$ cat src/rtl/rxerr_pkg.sv
package rxerr_pkg;

    typedef enum logic {S_IDLE, S_FRAME} rx_state_e;

    localparam logic [31:0] CRC_POLY_REFL = 32'hEDB88320;
    localparam logic [31:0] CRC_GOOD_REG  = 32'hDEBB20E3;
    localparam logic [7:0]  TERM_CODE     = 8'hFD;
    localparam int LEN_TYPE_LIMIT = 1536;
    localparam int MIN_FRAME      = 64;
    localparam int RUNT_MAX       = 8;
    localparam int HDR_FCS_BYTES  = 18;
    localparam int MIN_PAYLOAD    = 46;
    localparam int LT_POS         = 12;

    localparam int EB_CTL  = 0;
    localparam int EB_CRC  = 1;
    localparam int EB_RUNT = 2;
    localparam int EB_LONG = 3;
    localparam int EB_PLEN = 4;

    function automatic logic [31:0] crc_byte(input logic [31:0] c, input logic [7:0] b);
        logic [31:0] r;
        r = c ^ {24'h0, b};
        for (int i = 0; i < 8; i++) begin
            r = r[0] ? ((r >> 1) ^ CRC_POLY_REFL) : (r >> 1);
        end
        return r;
    endfunction

endpackage

$ cat src/rtl/rxerr_crc.sv
module rxerr_crc
    import rxerr_pkg::*;
#(
    parameter int NLANE = 4
) (
    input  logic [31:0]        crc_in,
    input  logic [8*NLANE-1:0] data,
    input  logic [NLANE-1:0]   lane_en,
    output logic [31:0]        crc_out
);

    always_comb begin
        logic [31:0] r;
        r = crc_in;
        for (int l = 0; l < NLANE; l++) begin
            if (lane_en[l]) r = crc_byte(r, data[8*l +: 8]);
        end
        crc_out = r;
    end

endmodule

$ cat src/rtl/rxerr_lanes.sv
module rxerr_lanes
    import rxerr_pkg::*;
#(
    parameter int NLANE  = 4,
    parameter int SIZE_W = 16
) (
    input  logic [SIZE_W-1:0]  base_cnt,
    input  logic [8*NLANE-1:0] data,
    input  logic [NLANE-1:0]   ctl,
    input  logic [NLANE-1:0]   lane_en,
    input  logic [15:0]        lt_in,
    output logic [15:0]        lt_out,
    output logic               bad_ctl
);

    logic [NLANE-1:0] lane_bad;

    generate
        for (genvar l = 0; l < NLANE; l++) begin : g_lane
            assign lane_bad[l] = lane_en[l] & ctl[l] & (data[8*l +: 8] != TERM_CODE);
        end
    endgenerate

    assign bad_ctl = |lane_bad;

    always_comb begin
        logic [SIZE_W-1:0] pos;
        lt_out = lt_in;
        for (int l = 0; l < NLANE; l++) begin
            pos = base_cnt + SIZE_W'(l);
            if (lane_en[l] && pos == SIZE_W'(LT_POS))     lt_out[15:8] = data[8*l +: 8];
            if (lane_en[l] && pos == SIZE_W'(LT_POS + 1)) lt_out[7:0]  = data[8*l +: 8];
        end
    end

endmodule

$ cat src/rtl/rxerr_cfg.sv
module rxerr_cfg #(
    parameter int SIZE_W      = 16,
    parameter int MAX_DEFAULT = 1518
) (
    input  logic              clk,
    input  logic              rst_n,
    input  logic              cfg_we,
    input  logic              cfg_addr,
    input  logic [SIZE_W-1:0] cfg_wdata,
    output logic [SIZE_W-1:0] max_size,
    output logic              len_chk_en
);

    always_ff @(posedge clk) begin
        if (!rst_n) begin
            max_size   <= SIZE_W'(MAX_DEFAULT);
            len_chk_en <= 1'b0;
        end else if (cfg_we) begin
            if (cfg_addr == 1'b0) max_size   <= cfg_wdata;
            else                  len_chk_en <= cfg_wdata[0];
        end
    end

    AST_CEIL_HOLDS: assert property (@(posedge clk) disable iff (!rst_n)
        !cfg_we |=> $stable(max_size));

    AST_ENABLE_HOLDS: assert property (@(posedge clk) disable iff (!rst_n)
        !cfg_we |=> $stable(len_chk_en));

endmodule

$ cat src/rtl/rxerr_classifier.sv
module rxerr_classifier
    import rxerr_pkg::*;
#(
    parameter int NLANE       = 4,
    parameter int SIZE_W      = 16,
    parameter int MAX_DEFAULT = 1518,
    localparam int EW         = $clog2(NLANE)
) (
    input  logic               clk,
    input  logic               rst_n,
    input  logic               in_valid,
    input  logic               in_sop,
    input  logic               in_eop,
    input  logic [8*NLANE-1:0] in_data,
    input  logic [NLANE-1:0]   in_ctl,
    input  logic [EW-1:0]      in_empty,
    input  logic               cfg_we,
    input  logic               cfg_addr,
    input  logic [SIZE_W-1:0]  cfg_wdata,
    output logic               rpt_valid,
    output logic [5:0]         rpt_err,
    output logic               rpt_fcs_err
);

    rx_state_e state, state_nx;

    logic [SIZE_W-1:0] cnt_q, base_cnt, size_nx, paylen;
    logic [SIZE_W:0]   sum;
    logic [31:0]       crc_q, base_crc, crc_nx;
    logic [15:0]       lt_q, base_lt, lt_nx;
    logic              mal_q, base_mal, lane_mal, mal_nx;
    logic [EW:0]       nbytes;
    logic [NLANE-1:0]  lane_en;
    logic              start, active, closing;
    logic [SIZE_W-1:0] max_size;
    logic              len_chk_en;
    logic              crc_bad, runt, too_long, plen_bad, frame_ok;

    rxerr_cfg #(.SIZE_W(SIZE_W), .MAX_DEFAULT(MAX_DEFAULT)) u_cfg (
        .clk(clk), .rst_n(rst_n), .cfg_we(cfg_we), .cfg_addr(cfg_addr),
        .cfg_wdata(cfg_wdata), .max_size(max_size), .len_chk_en(len_chk_en)
    );

    assign start   = in_valid && in_sop;
    assign active  = in_valid && (in_sop || state == S_FRAME);
    assign closing = active && in_eop;

    assign base_cnt = start ? '0 : cnt_q;
    assign base_crc = start ? '1 : crc_q;
    assign base_lt  = start ? '0 : lt_q;
    assign base_mal = start ? 1'b0 : mal_q;

    assign nbytes = in_eop ? ((EW+1)'(NLANE) - {1'b0, in_empty}) : (EW+1)'(NLANE);

    generate
        for (genvar l = 0; l < NLANE; l++) begin : g_en
            assign lane_en[l] = (EW+1)'(l) < nbytes;
        end
    endgenerate

    assign sum     = {1'b0, base_cnt} + (SIZE_W+1)'(nbytes);
    assign size_nx = sum[SIZE_W] ? '1 : sum[SIZE_W-1:0];

    rxerr_crc #(.NLANE(NLANE)) u_crc (
        .crc_in(base_crc), .data(in_data), .lane_en(lane_en), .crc_out(crc_nx)
    );

    rxerr_lanes #(.NLANE(NLANE), .SIZE_W(SIZE_W)) u_lanes (
        .base_cnt(base_cnt), .data(in_data), .ctl(in_ctl), .lane_en(lane_en),
        .lt_in(base_lt), .lt_out(lt_nx), .bad_ctl(lane_mal)
    );

    assign mal_nx = base_mal | lane_mal;

    // frame verdicts on the closing beat
    assign paylen   = size_nx - SIZE_W'(HDR_FCS_BYTES);
    assign crc_bad  = crc_nx != CRC_GOOD_REG;
    assign runt     = size_nx < SIZE_W'(MIN_FRAME);
    assign too_long = size_nx > max_size;
    assign frame_ok = size_nx > SIZE_W'(RUNT_MAX);
    always_comb begin
        plen_bad = 1'b0;
        if (len_chk_en && lt_nx < 16'(LEN_TYPE_LIMIT)) begin
            if (size_nx < SIZE_W'(HDR_FCS_BYTES))   plen_bad = 1'b1;
            else if (lt_nx >= 16'(MIN_PAYLOAD))     plen_bad = 32'(paylen) != 32'(lt_nx);
            else                                    plen_bad = size_nx != SIZE_W'(MIN_FRAME);
        end
    end

    // next-state logic
    always_comb begin
        state_nx = state;
        unique case (state)
            S_IDLE:  if (start && !in_eop)   state_nx = S_FRAME;
            S_FRAME: if (in_valid && in_eop) state_nx = S_IDLE;
            default: state_nx = S_IDLE;
        endcase
    end

    // state and frame accumulators
    always_ff @(posedge clk) begin
        if (!rst_n) begin
            state <= S_IDLE;
            cnt_q <= '0;
            crc_q <= '1;
            lt_q  <= '0;
            mal_q <= 1'b0;
        end else begin
            state <= state_nx;
            if (active) begin
                cnt_q <= size_nx;
                crc_q <= crc_nx;
                lt_q  <= lt_nx;
                mal_q <= mal_nx;
            end
        end
    end

    // report outputs
    always_ff @(posedge clk) begin
        if (!rst_n) begin
            rpt_valid   <= 1'b0;
            rpt_err     <= '0;
            rpt_fcs_err <= 1'b0;
        end else begin
            rpt_valid <= closing && frame_ok;
            if (closing) begin
                rpt_err              <= '0;
                rpt_err[EB_CTL]      <= mal_nx;
                rpt_err[EB_CRC]      <= crc_bad | runt;
                rpt_err[EB_RUNT]     <= runt;
                rpt_err[EB_LONG]     <= too_long;
                rpt_err[EB_PLEN]     <= plen_bad;
                rpt_fcs_err          <= crc_bad | runt;
            end
        end
    end

    AST_RPT_FOLLOWS_EOP: assert property (@(posedge clk) disable iff (!rst_n)
        rpt_valid |-> $past(in_valid && in_eop));

    AST_IDLE_BEAT_SILENT: assert property (@(posedge clk) disable iff (!rst_n)
        (state == S_IDLE && !in_sop) |=> !rpt_valid);

    AST_PLEN_NEEDS_ENABLE: assert property (@(posedge clk) disable iff (!rst_n)
        (rpt_valid && rpt_err[EB_PLEN]) |-> $past(len_chk_en));

    AST_RUNT_FLAGS_FCS: assert property (@(posedge clk) disable iff (!rst_n)
        (rpt_valid && rpt_err[EB_RUNT]) |-> rpt_fcs_err);

    AST_RSVD_LOW: assert property (@(posedge clk) disable iff (!rst_n)
        rpt_valid |-> !rpt_err[5]);

endmodule

$ cat config.mk
export PLATFORM = sky130hd
export DESIGN_NAME = rxerr_classifier
export DESIGN_NICKNAME = d
export VERILOG_FILES = /design/src/rtl/rxerr_pkg.sv /design/src/rtl/rxerr_crc.sv /design/src/rtl/rxerr_lanes.sv /design/src/rtl/rxerr_cfg.sv /design/src/rtl/rxerr_classifier.sv
export SDC_FILE = /design/constraint.sdc
export NUM_CORES = 1
export LEC_CHECK = 0
export ABC_AREA = 1
export CAP_MARGIN = 10
export CELL_PAD_IN_SITES_DETAIL_PLACEMENT = 1
export CELL_PAD_IN_SITES_GLOBAL_PLACEMENT = 2
export CORE_ASPECT_RATIO = 0.7
export CORE_MARGIN = 1
export CORE_UTILIZATION = 37
export CTS_BUF_LIST = sky130_fd_sc_hd__clkbuf_4 sky130_fd_sc_hd__clkbuf_8
export CTS_CLUSTER_SIZE = 28
export DETAILED_ROUTE_END_ITERATION = 16
export DONT_BUFFER_PORTS = 1
export MAX_ROUTING_LAYER = met4
export PLACE_DENSITY_LB_ADDON = 0.1
export SYNTH_ARGS = -nofsm -noshare
export SYNTH_HDL_FRONTEND = slang
export SYNTH_SLANG_ARGS = --single-unit
export TNS_END_PERCENT = 30
$ cat constraint.sdc
create_clock -name clk -period 14.9 [get_ports clk]
set_input_delay 2.98 -clock clk [delete_from_list [all_inputs] [get_ports clk]]
set_output_delay 2.98 -clock clk [all_outputs]
set_load 0.01 [all_outputs]
==> results by group, run 1 <==
Global route
  – Tot GR Track Use: 0.399
  – Largest net degree at the start of global routing: 90
  – Initial antenna violation count: 0
  – First-pass GRT wire length: between 100000 and 150000 um
  – Grt ovf: 0
  – Vias in the first global route: about 16000

Status
  – Outcome: finished clean

Routing
  – Mean routed wirelength per cell: 24.9 um
  – Routed Antenna Nets: 0
  – Detailed router's first-iteration violation count: 2233
  – DR vias/cell: 5.96
  – Final wirelength: 73900 um
  – Drt drc: 0
  – Initial DRT Pass Iterations: 6
  – Via count: roughly 18000

Critical path
  – Cell at the slowest stage of the critical path: nor2_4
  – Required time worst endpoint: about 15 ns
  – Critical path peak fanout: 54
  – Buffers plus inverters on the worst setup path: 5
  – Kind of cell adding the most delay to the critical path: simple AND/OR/NAND/NOR gates
  – Crit Reg-Reg Startpoint: crc_q[0]
  – Setup crit start: in_empty[0]
  – Crit path DAT: 10.07 ns
  – WS Path Type: primary input to flop
  – Crit. End Element: flop
  – CP Launch Type: primary input
  – Most used cell, CP: nand2_1
  – Critical Path Max Stage Delay: just under 0.8 ns

Cells and area
  – Storage cell area: 1780 um^2
  – Layout area overhead: 3.76%
  – Nets@finish: between 2000 and 3000
  – Multi-input logic area: 10500 um^2
  – Fill cells: just over 5000
  – Layout cell share with drive strength beyond 1: 0.0698
  – Antenna cells: 0

Floorplan
  – Rows: 58
  – Die area: 37600 um^2
  – Die height: 162 um
  – Placeable Area: between 30000 and 40000 um^2
  – Initial core utilization: 0.377
  – I/O pin cnt: a little under 70
  – Die X-Extent: roughly 230 um

Power
  – Logic gate share of total power: 0.822
  – PwrDens: between 150 and 200 nW/um^2
  – Pleak: between 7 and 8 nW
  – Clock power share: 0.066
  – Sw Share: 0.656
  – Worst vdd ir: 0.0000993 V
  – Power, Total: ~0.0026 W
  – Register share of total power: 0.112
  – Switch Pwr: 0.00167 W
  – Internal power: 0.000879 W

Logic synthesis
  – Post-synth top cells: nand2_1, nand3_1, inv_1, nor2_1, xor2_1
  – Yosys top cell area share: 0.269
  – Mapped Area: ~14000 um^2
  – Avg Cell Area, Syn: ~5.4 um^2
  – Top cells by area, synth: nand2_1, nand3_1, dfxtp_1
  – #FFs+latches synth: roughly 90
  – Count leader, synth: nand2_1
  – Leading area contributor after synthesis: nand2_1
  – Dominant synthesized flop cell: dfxtp_1
  – Count of cell types in the netlist: 56
  – EDFF count, synth: 0
  – Synthesized net count: 2625
  – Async set or reset register ratio after synthesis: 0
  – Seq/Total Area, Yosys: 0.131
  – Synth warn: 0
  – Synth Instances: roughly 2500

Timing
  – Setup repair after global routing missed its margin: false
  – Slew @ Worst Pin: around 1.3 ns
  – Final setup skew: about 0.011 ns
  – Final setup margin: ~5.1 ns
  – Max transition margin: 0.139
  – Final slew viol count: 0
  – Final hold viol count: 0
  – Final period util: 0.658
  – Final worst path period need: between 9 and 10 ns
  – # setup viols final: 0
  – Worst Hold Slack: ~0.47 ns
  – Maximum clock rate: slightly above 100 MHz
  – TNS Setup: 0 ns

CTS
  – Clock Sink Count: 89
  – H-tree depth: 3
  – Clock-pin slew on the worst setup and hold paths: approximately 0.11 ns
  – Hold Buf Count CTS: 0
  – Later-pin clock latency in the skew report: just under 0.4 ns
  – CTS resizes: 0
  – CTS buffer count: 9
  – CTS tree: built
  – Worst-case clock buffer depth: 2
  – Setup Buffers After CTS: 0
  – Root Driver: clkbuf_8

Placement
  – I/O Buffers: 0
  – Dpl ws: a little over 5 ns
  – Final HPWL DP: ~60000 um
  – Final RePlAce weighted congestion: roughly 1.0

Flow run
  – Max-Cap Viols: 0

Min path
  – Hold path startpoint: u_cfg.max_size[12]
  – Hold Crit Class: flop to flop
## worst paths after layout
path                                           end  slack (ns)  depth (start not counted)
worst min register to register  u_cfg.max_size[12]        0.47                          2
worst min-delay path            u_cfg.max_size[12]        0.47                          2
worst max register to register          rpt_err[1]        9.17                         35
worst max-delay path                    rpt_err[1]        5.10                         35
## flip-flops by register name, indices dropped and copies added, names as in the netlist
register          count
crc_q                32
cnt_q                16
lt_q                 16
u_cfg.max_size       16
rpt_err               5
mal_q                 1
rpt_valid             1
state                 1
u_cfg.len_chk_en      1
## placed cells by master (no fill, tap or decap), drive strengths merged, types with 3 or more instances in the layout
cell type and instances:
a31oi 3, o21ai 121, dfxtp 89, ha 24, or2 5, inv 254
clkbuf 10, nor3 16, nor2 142, o22ai 4, nand2 1061, a21oi 65
nor4 15, nand4 24, nand3 433, o211ai 66, nand3b 5, and2 4
xor2 101, buf 10, xnor2 18, clkinv 4, a211oi 3
## power by group through the flow
| stage | registers, W | logic, W | clock network [W] |
|---|---|---|---|
| finish | 0.000285 | 0.00210 | 0.000170 |
| global route | 0.000287 | 0.00226 | 0.000182 |
| CTS | 0.000283 | 0.00202 | 0.000172 |
| detailed placement | 0.000288 | 0.00201 | 0 |
| global placement | 0.000287 | 0.00197 | 0 |
| floorplan | 0.000277 | 0.00136 | 0 |
## worst min-delay path, delay by kind of cell, from the launching register on
| family | cells | cell delay [ns] |
|---|---|---|
| compound gates | 1 | 0.06 |
| buf+inv | 1 | 0.07 |
| flops | 1 | 0.31 |
## metrics by stage
step | utilization | cells | area (um^2)
finish | 0.392 | 2972 | 14100
global route | 0.392 | 2972 | 14100
CTS | 0.392 | 2972 | 14100
detailed placement | 0.386 | 2956 | 13900
global placement | 0.386 | 2956 | 13900
floorplan | - | 2539 | 13600
## kinds of logic (layout without fill, tap and decap cells)
family,count (synthesis),in the layout,synth area share
buffers and inverters,325,278,0.0969
AOI/OAI and AO/OA,273,273,0.118
other,1,1,0.000275
DFF,89,89,0.131
adders and majority gates,25,25,0.0235
xor gates and xnor gates,119,119,0.0766
and+or+nand+nor,1707,1707,0.554
## per-layer routing
layer	vias to the layer above	wire [um]	global-route usage
li1	8179	-	-
met1	8683	36100	0.602
met2	778	27600	0.512
met3	63	9120	0.116
met4	0	1080	0.0626
met5	-	0	-
## final cells by class
| type | count | area share |
|---|---|---|
| Clock buffer | 10 | 0.00974 |
| Clock inverter | 6 | 0.00346 |
| Inverter | 252 | 0.0670 |
| Multi-Input combinational cell | 2125 | 0.746 |
| Sequential cell | 89 | 0.126 |
| Tap cell | 480 | 0.0425 |
| Timing Repair Buffer | 10 | 0.00532 |
Note: power is estimated with default switching activity, not from simulation.
==> inputs of run 2 (changes only) <==
--- a/config.mk
+++ b/config.mk
@@ -11,7 +11,7 @@
 export CELL_PAD_IN_SITES_GLOBAL_PLACEMENT = 2
 export CORE_ASPECT_RATIO = 0.7
 export CORE_MARGIN = 1
-export CORE_UTILIZATION = 37
+export CORE_UTILIZATION = 31
 export CTS_BUF_LIST = sky130_fd_sc_hd__clkbuf_4 sky130_fd_sc_hd__clkbuf_8
 export CTS_CLUSTER_SIZE = 28
 export DETAILED_ROUTE_END_ITERATION = 16
==> constraint.sdc (replaced) <==
create_clock -name clk -period 8.9 [get_ports clk]
set_input_delay 1.78 -clock clk [delete_from_list [all_inputs] [get_ports clk]]
set_output_delay 1.78 -clock clk [all_outputs]
set_load 0.01 [all_outputs]
==> results by group, run 2 (synthesis gave the netlist of run 1 again) <==
Status
  – Outcome: finished clean

Cells and area
  – Max reg flops: 32 (unchanged)
  – Commonest non-fill, non-tap cell in the layout: nand2_1
  – Finished Layout Cells: 3086 (+3.8%)
  – Biggest register: crc_q
  – Fill cells: 5973 (+15%)
  – Commonest non-fill, non-tap cells in the layout: nand2_1, nand3_1, inv_1
  – Multi-input logic area: 10500 um^2 (unchanged)
  – Layout cell share with drive strength beyond 1: 0.0721 (+0.00223)
  – Storage cell area: 1780 um^2 (unchanged)
  – Nets@finish: 2579 (+0.23%)
  – Layout area overhead: 5.11%

Flow run
  – Max-Cap Viols: 0 (unchanged)

Timing
  – TNS Setup: 0 ns (unchanged)
  – Final slew viol count: 0 (unchanged)
  – Final setup margin: 1.38 ns (-3.71 ns)
  – Setup repair after global routing missed its margin: false
  – # setup viols final: 0 (unchanged)
  – Final hold viol count: 0 (unchanged)
  – Final period util: 0.844
  – Final setup skew: 0.0128 ns (+0.00175 ns)
  – Max transition margin: 0.157 (+0.0179)
  – Final worst path period need: around 7.5 ns
  – Slew @ Worst Pin: 1.25 ns (-0.0266 ns)
  – Maximum clock rate: 133 MHz

Floorplan
  – Rows: 63 (+8.6%)
  – Die height: 177 um (+9.1%)
  – Placeable Area: 42800 um^2 (+19%)
  – I/O pin cnt: 69 (unchanged)
  – Die area: 44800 um^2 (+19%)
  – Die X-Extent: 252 um (+9.2%)
  – Initial core utilization: 0.318 (-0.0594)

Min path
  – Hold Crit Class: flop to flop
  – Min-Delay Endpoint: u_cfg.max_size[14]
  – Hold path startpoint: u_cfg.max_size[14]
  – Worst hold stages: 2 (unchanged)

Global route
  – Tot GR Track Use: 0.345 (-0.0542)
  – Initial antenna violation count: 6 (+6)
  – Largest net degree at the start of global routing: 83 (-7.8%)
  – Vias in the first global route: 16200 (-1.0%)
  – First-pass GRT wire length: 110000 um (+2.1%)
  – Grt ovf: 0 (unchanged)

Critical path
  – Cell at the slowest stage of the critical path: nand2_2
  – Crit path DAT: 7.78 ns (-2.29 ns)
  – Kind of cell adding the most delay to the critical path: simple AND/OR/NAND/NOR gates
  – CP Launch Type: primary input
  – WS Path Type: primary input to flop
  – Most used cell, CP: nand2_1
  – Buffers plus inverters on the worst setup path: 3 (-2)
  – Critical Path Max Stage Delay: 0.55 ns (-0.24 ns)
  – Required time worst endpoint: 9.17 ns (-5.99 ns)
  – R2R depth: 33 (-5.7%)
  – Flop2flop setup slack: 2.83 ns (-6.34 ns)
  – Reg2reg end: rpt_err[1]
  – Critical path peak fanout: 34 (-37%)
  – Crit Reg-Reg Startpoint: crc_q[0]
  – Crit. End Element: flop

Power
  – Worst vdd ir: 0.000148 V (+49%)
  – Power, Total: 0.00423 W (+66%)
  – PwrDens: 296 nW/um^2 (+63%)
  – Pleak: 7.51 nW (+0.31%)

CTS
  – Worst-case clock buffer depth: 2 (unchanged)
  – Setup Buffers After CTS: 0 (unchanged)
  – Later-pin clock latency in the skew report: 0.39 ns (about the same)
  – H-tree depth: 3 (unchanged)
  – CTS buffer count: 9 (unchanged)
  – Root Driver: clkbuf_8
  – CTS resizes: 0 (unchanged)
  – Hold Buf Count CTS: 0 (unchanged)
  – Clock Sink Count: 89 (unchanged)
  – Clock-pin slew on the worst setup and hold paths: 0.11 ns (about the same)
  – CTS tree: built

Routing
  – Drt drc: 0 (unchanged)
  – Detailed router's first-iteration violation count: 1947 (-13%)
  – Initial DRT Pass Iterations: 5 (-1)
  – Final wirelength: 75300 um (+1.8%)
  – Routed Antenna Nets: 0 (unchanged)
  – Via count: 17400 (-1.9%)
  – DR vias/cell: 5.63 (-5.5%)
  – Mean routed wirelength per cell: 24.4 um (-1.9%)

Placement
  – Final HPWL DP: 62800 um (+2.5%)
  – Final RePlAce weighted congestion: 1.02 (+0.62%)
  – Placed Cells: 3067 (+3.8%)
  – Dpl ws: 1.20 ns (-3.84 ns)
  – I/O Buffers: 0 (unchanged)
run 2: metal layers:
metal,global-route usage,vias up,routed length [um]
met1,0.512,8423,37500
met4,0.0611,0,1180
met5,-,-,0
li1,-,8200,-
met2,0.442,687,27900
met3,0.109,63,8740
run 2: worst max-delay path by stage:
stage | from | endpoint | slack, ns | depth (start not counted)
floorplan | in_valid | rpt_err[4] | 2.98 | 30
global placement | in_valid | rpt_err[1] | 1.39 | 35
detailed placement | in_valid | rpt_err[1] | 1.20 | 35
CTS | in_valid | rpt_err[1] | 1.60 | 35
global route | in_valid | rpt_err[4] | 1.04 | 29
finish | in_valid | rpt_err[1] | 1.38 | 35
run 2: per-stage QoR:
stage | hold WS [ns] | instance area [um^2] | utilization
4_1_cts | 0.475 | 14300 | 0.334
5_1_grt | 0.503 | 14300 | 0.334
3_3_place_gp | 0.452 | 14100 | 0.330
3_5_place_dp | 0.459 | 14100 | 0.330
6_report | 0.472 | 14300 | 0.334
2_1_floorplan | 0.435 | 13600 | -
run 2: power breakdown:
part / internal, W / switching [W]
combinational: 0.000922 / 0.00253
clock: 0.000113 / 0.000179
sequential: 0.000439 / 0.0000439
total: 0.00147 / 0.00276
run 2: tightest hold or removal path: stages, from the launching register on:
cell and delay [ns]:
dfxtp_1 0.31, inv_1 0.07, a21oi_1 0.06
run 2: layout make-up:
class                      count  area share
multi-input combinational   2125       0.736
sequential                    89       0.125
inverter                     252      0.0661
tap                          585      0.0512
clock buffer                  10     0.00962
timing repair buffer          16     0.00840
clock inverter                 6     0.00341
antenna                        3    0.000525
==> inputs of run 3 (changes only) <==
--- a/config.mk
+++ b/config.mk
@@ -11,7 +11,7 @@
 export CELL_PAD_IN_SITES_GLOBAL_PLACEMENT = 2
 export CORE_ASPECT_RATIO = 0.7
 export CORE_MARGIN = 1
-export CORE_UTILIZATION = 31
+export CORE_UTILIZATION = 34
 export CTS_BUF_LIST = sky130_fd_sc_hd__clkbuf_4 sky130_fd_sc_hd__clkbuf_8
 export CTS_CLUSTER_SIZE = 28
 export DETAILED_ROUTE_END_ITERATION = 16
==> constraint.sdc (replaced) <==
create_clock -name clk -period 7.31 [get_ports clk]
set_input_delay 1.462 -clock clk [delete_from_list [all_inputs] [get_ports clk]]
set_output_delay 1.462 -clock clk [all_outputs]
set_load 0.01 [all_outputs]
==> results by group, run 3 (synthesis gave the netlist of run 1 again) <==
Routing
  – Routed Antenna Nets: 0 (unchanged)
  – Detailed router's first-iteration violation count: 2093 (+7.5%)
  – Mean routed wirelength per cell: 24.7 um (+1.3%)
  – Final wirelength: 74900 um (-0.53%)
  – DR vias/cell: 5.79 (+2.8%)
  – Initial DRT Pass Iterations: 6 (+1)
  – Drt drc: 0 (unchanged)
  – Via count: 17500 (+1.0%)

Timing
  – Setup repair after global routing missed its margin: false
  – Final hold viol count: 0 (unchanged)
  – Final slew viol count: 0 (unchanged)
  – Slew @ Worst Pin: 0.973 ns (-0.278 ns)
  – TNS Setup: 0 ns (unchanged)
  – Final setup skew: 0.0352 ns (+0.0224 ns)
  – Worst Hold Slack: 0.479 ns (+0.00636 ns)
  – Maximum clock rate: 148 MHz
  – Final period util: 0.921
  – # setup viols final: 0 (unchanged)
  – Final worst path period need: approximately 6.7 ns
  – Max transition margin: 0.344 (+0.188)

Critical path
  – Most used cell, CP: nand2_1
  – WS Path Type: primary input to flop
  – Required time worst endpoint: 7.60 ns (-1.57 ns)
  – CP Launch Type: primary input
  – Cell at the slowest stage of the critical path: nand2_2
  – Critical Path Max Stage Delay: 0.44 ns (-0.11 ns)
  – Critical path peak fanout: 29 (-15%)
  – Crit Reg-Reg Startpoint: crc_q[0]
  – Crit path DAT: 7.02 ns (-0.76 ns)
  – Crit. End Element: flop
  – Setup crit start: in_valid

CTS
  – CTS buffer count: 9 (unchanged)
  – Clock-pin slew on the worst setup and hold paths: 0.12 ns (about the same)
  – Root Driver: clkbuf_8
  – Worst-case clock buffer depth: 2 (unchanged)
  – CTS tree: built
  – Hold Buf Count CTS: 0 (unchanged)
  – Setup Buffers After CTS: 0 (unchanged)
  – CTS resizes: 0 (unchanged)
  – Later-pin clock latency in the skew report: 0.42 ns (+0.03 ns)
  – H-tree depth: 3 (unchanged)
  – Clock Sink Count: 89 (unchanged)

Cells and area
  – Nets@finish: 2583 (+0.16%)
  – Commonest non-fill, non-tap cells in the layout: nand2_1, nand3_1, inv_1
  – Fill cells: 5549 (-7.1%)
  – Layout cell share with drive strength beyond 1: 0.0735 (+0.00148)
  – Max reg flops: 32 (unchanged)
  – Layout area overhead: 4.81%
  – Biggest register: crc_q
  – Commonest non-fill, non-tap cell in the layout: nand2_1

Min path
  – Hold Crit Class: flop to flop
  – Hold path startpoint: u_cfg.max_size[4]

Placement
  – I/O Buffers: 0 (unchanged)
  – Final RePlAce weighted congestion: 1.00 (-1.9%)
  – Final HPWL DP: 62400 um (-0.61%)

Floorplan
  – Die height: 169 um (-4.5%)
  – Die area: 40900 um^2 (-8.7%)
  – Placeable Area: 39000 um^2 (-9.0%)
  – Die X-Extent: 241 um (-4.5%)
  – Rows: 60 (-4.8%)
  – Initial core utilization: 0.349 (+0.0313)
  – I/O pin cnt: 69 (unchanged)

Power
  – Pleak: 7.54 nW (+0.36%)
  – PwrDens: 366 nW/um^2 (+24%)
  – Worst vdd ir: 0.000183 V (+24%)

Global route
  – Tot GR Track Use: 0.375 (+0.0302)
  – Vias in the first global route: 16500 (+2.0%)
  – Grt ovf: 0 (unchanged)
  – Initial antenna violation count: 2 (-4)
  – First-pass GRT wire length: 109000 um (-0.87%)
  – Largest net degree at the start of global routing: 83 (unchanged)

Flow run
  – Max-Cap Viols: 0 (unchanged)

Status
  – Outcome: finished clean
run 3: cell count changes in the layout (fill, tap and decap cells not counted), sizes merged:
cell / before / now
buf: 16 / 20
inv: 254 / 257
clkinvlp: 2 / 0
clkbuf: 10 / 9
diode: 3 / 2
run 3: stage by stage:
| stage | std cells | total power (W) | worst slack, ns | area [um^2] | utilization |
|---|---|---|---|---|---|
| after floorplan | 2539 | 0.00334 | 1.71 | 13600 | - |
| after CTS | 3029 | 0.00508 | 0.694 | 14300 | 0.366 |
| final | 3031 | 0.00522 | 0.576 | 14300 | 0.366 |
| after global routing | 3031 | 0.00560 | 0.150 | 14300 | 0.366 |
| after global placement | 3013 | 0.00461 | 0.331 | 14100 | 0.361 |
| after detailed placement | 3013 | 0.00469 | 0.290 | 14100 | 0.361 |
run 3: where the power goes:
part / internal, W / switching [W] / total, W
Sequential: 0.000535 / 0.0000461 / 0.000581
Clock: 0.000135 / 0.000240 / 0.000375
Combinational: 0.00113 / 0.00314 / 0.00426
run 3: final cells by class:
type	instances	area (um^2)	area share
Clock buffer	9	124	0.00868
Multi-Input combinational cell	2125	10500	0.738
Inverter	252	946	0.0663
Clock inverter	7	66.3	0.00465
Antenna cell	2	5.00	0.000351
Tap cell	527	659	0.0462
Timing Repair Buffer	20	150	0.0105
Sequential cell	89	1780	0.125
run 3: critical path: cells and delay by family:
kind | cells | cell delay (ns)
simple gates | 30 | 4.19
buf+inv | 4 | 0.78
compound gates | 2 | 0.58
run 3: metal layers:
layer | routed length [um] | global-route usage
met1 | 36600 | 0.550
met2 | 27600 | 0.478
met3 | 9620 | 0.139
met4 | 1020 | 0.0622
met5 | 0 | -
run 3: path summary, 6_finish.rpt:
kind | to | slack (ns) | cells past startpoint
max | rpt_err[1] | 0.58 | 36
min | u_cfg.max_size[4] | 0.48 | 2
max reg2reg | rpt_err[1] | 1.67 | 35
min reg2reg | u_cfg.max_size[4] | 0.48 | 2
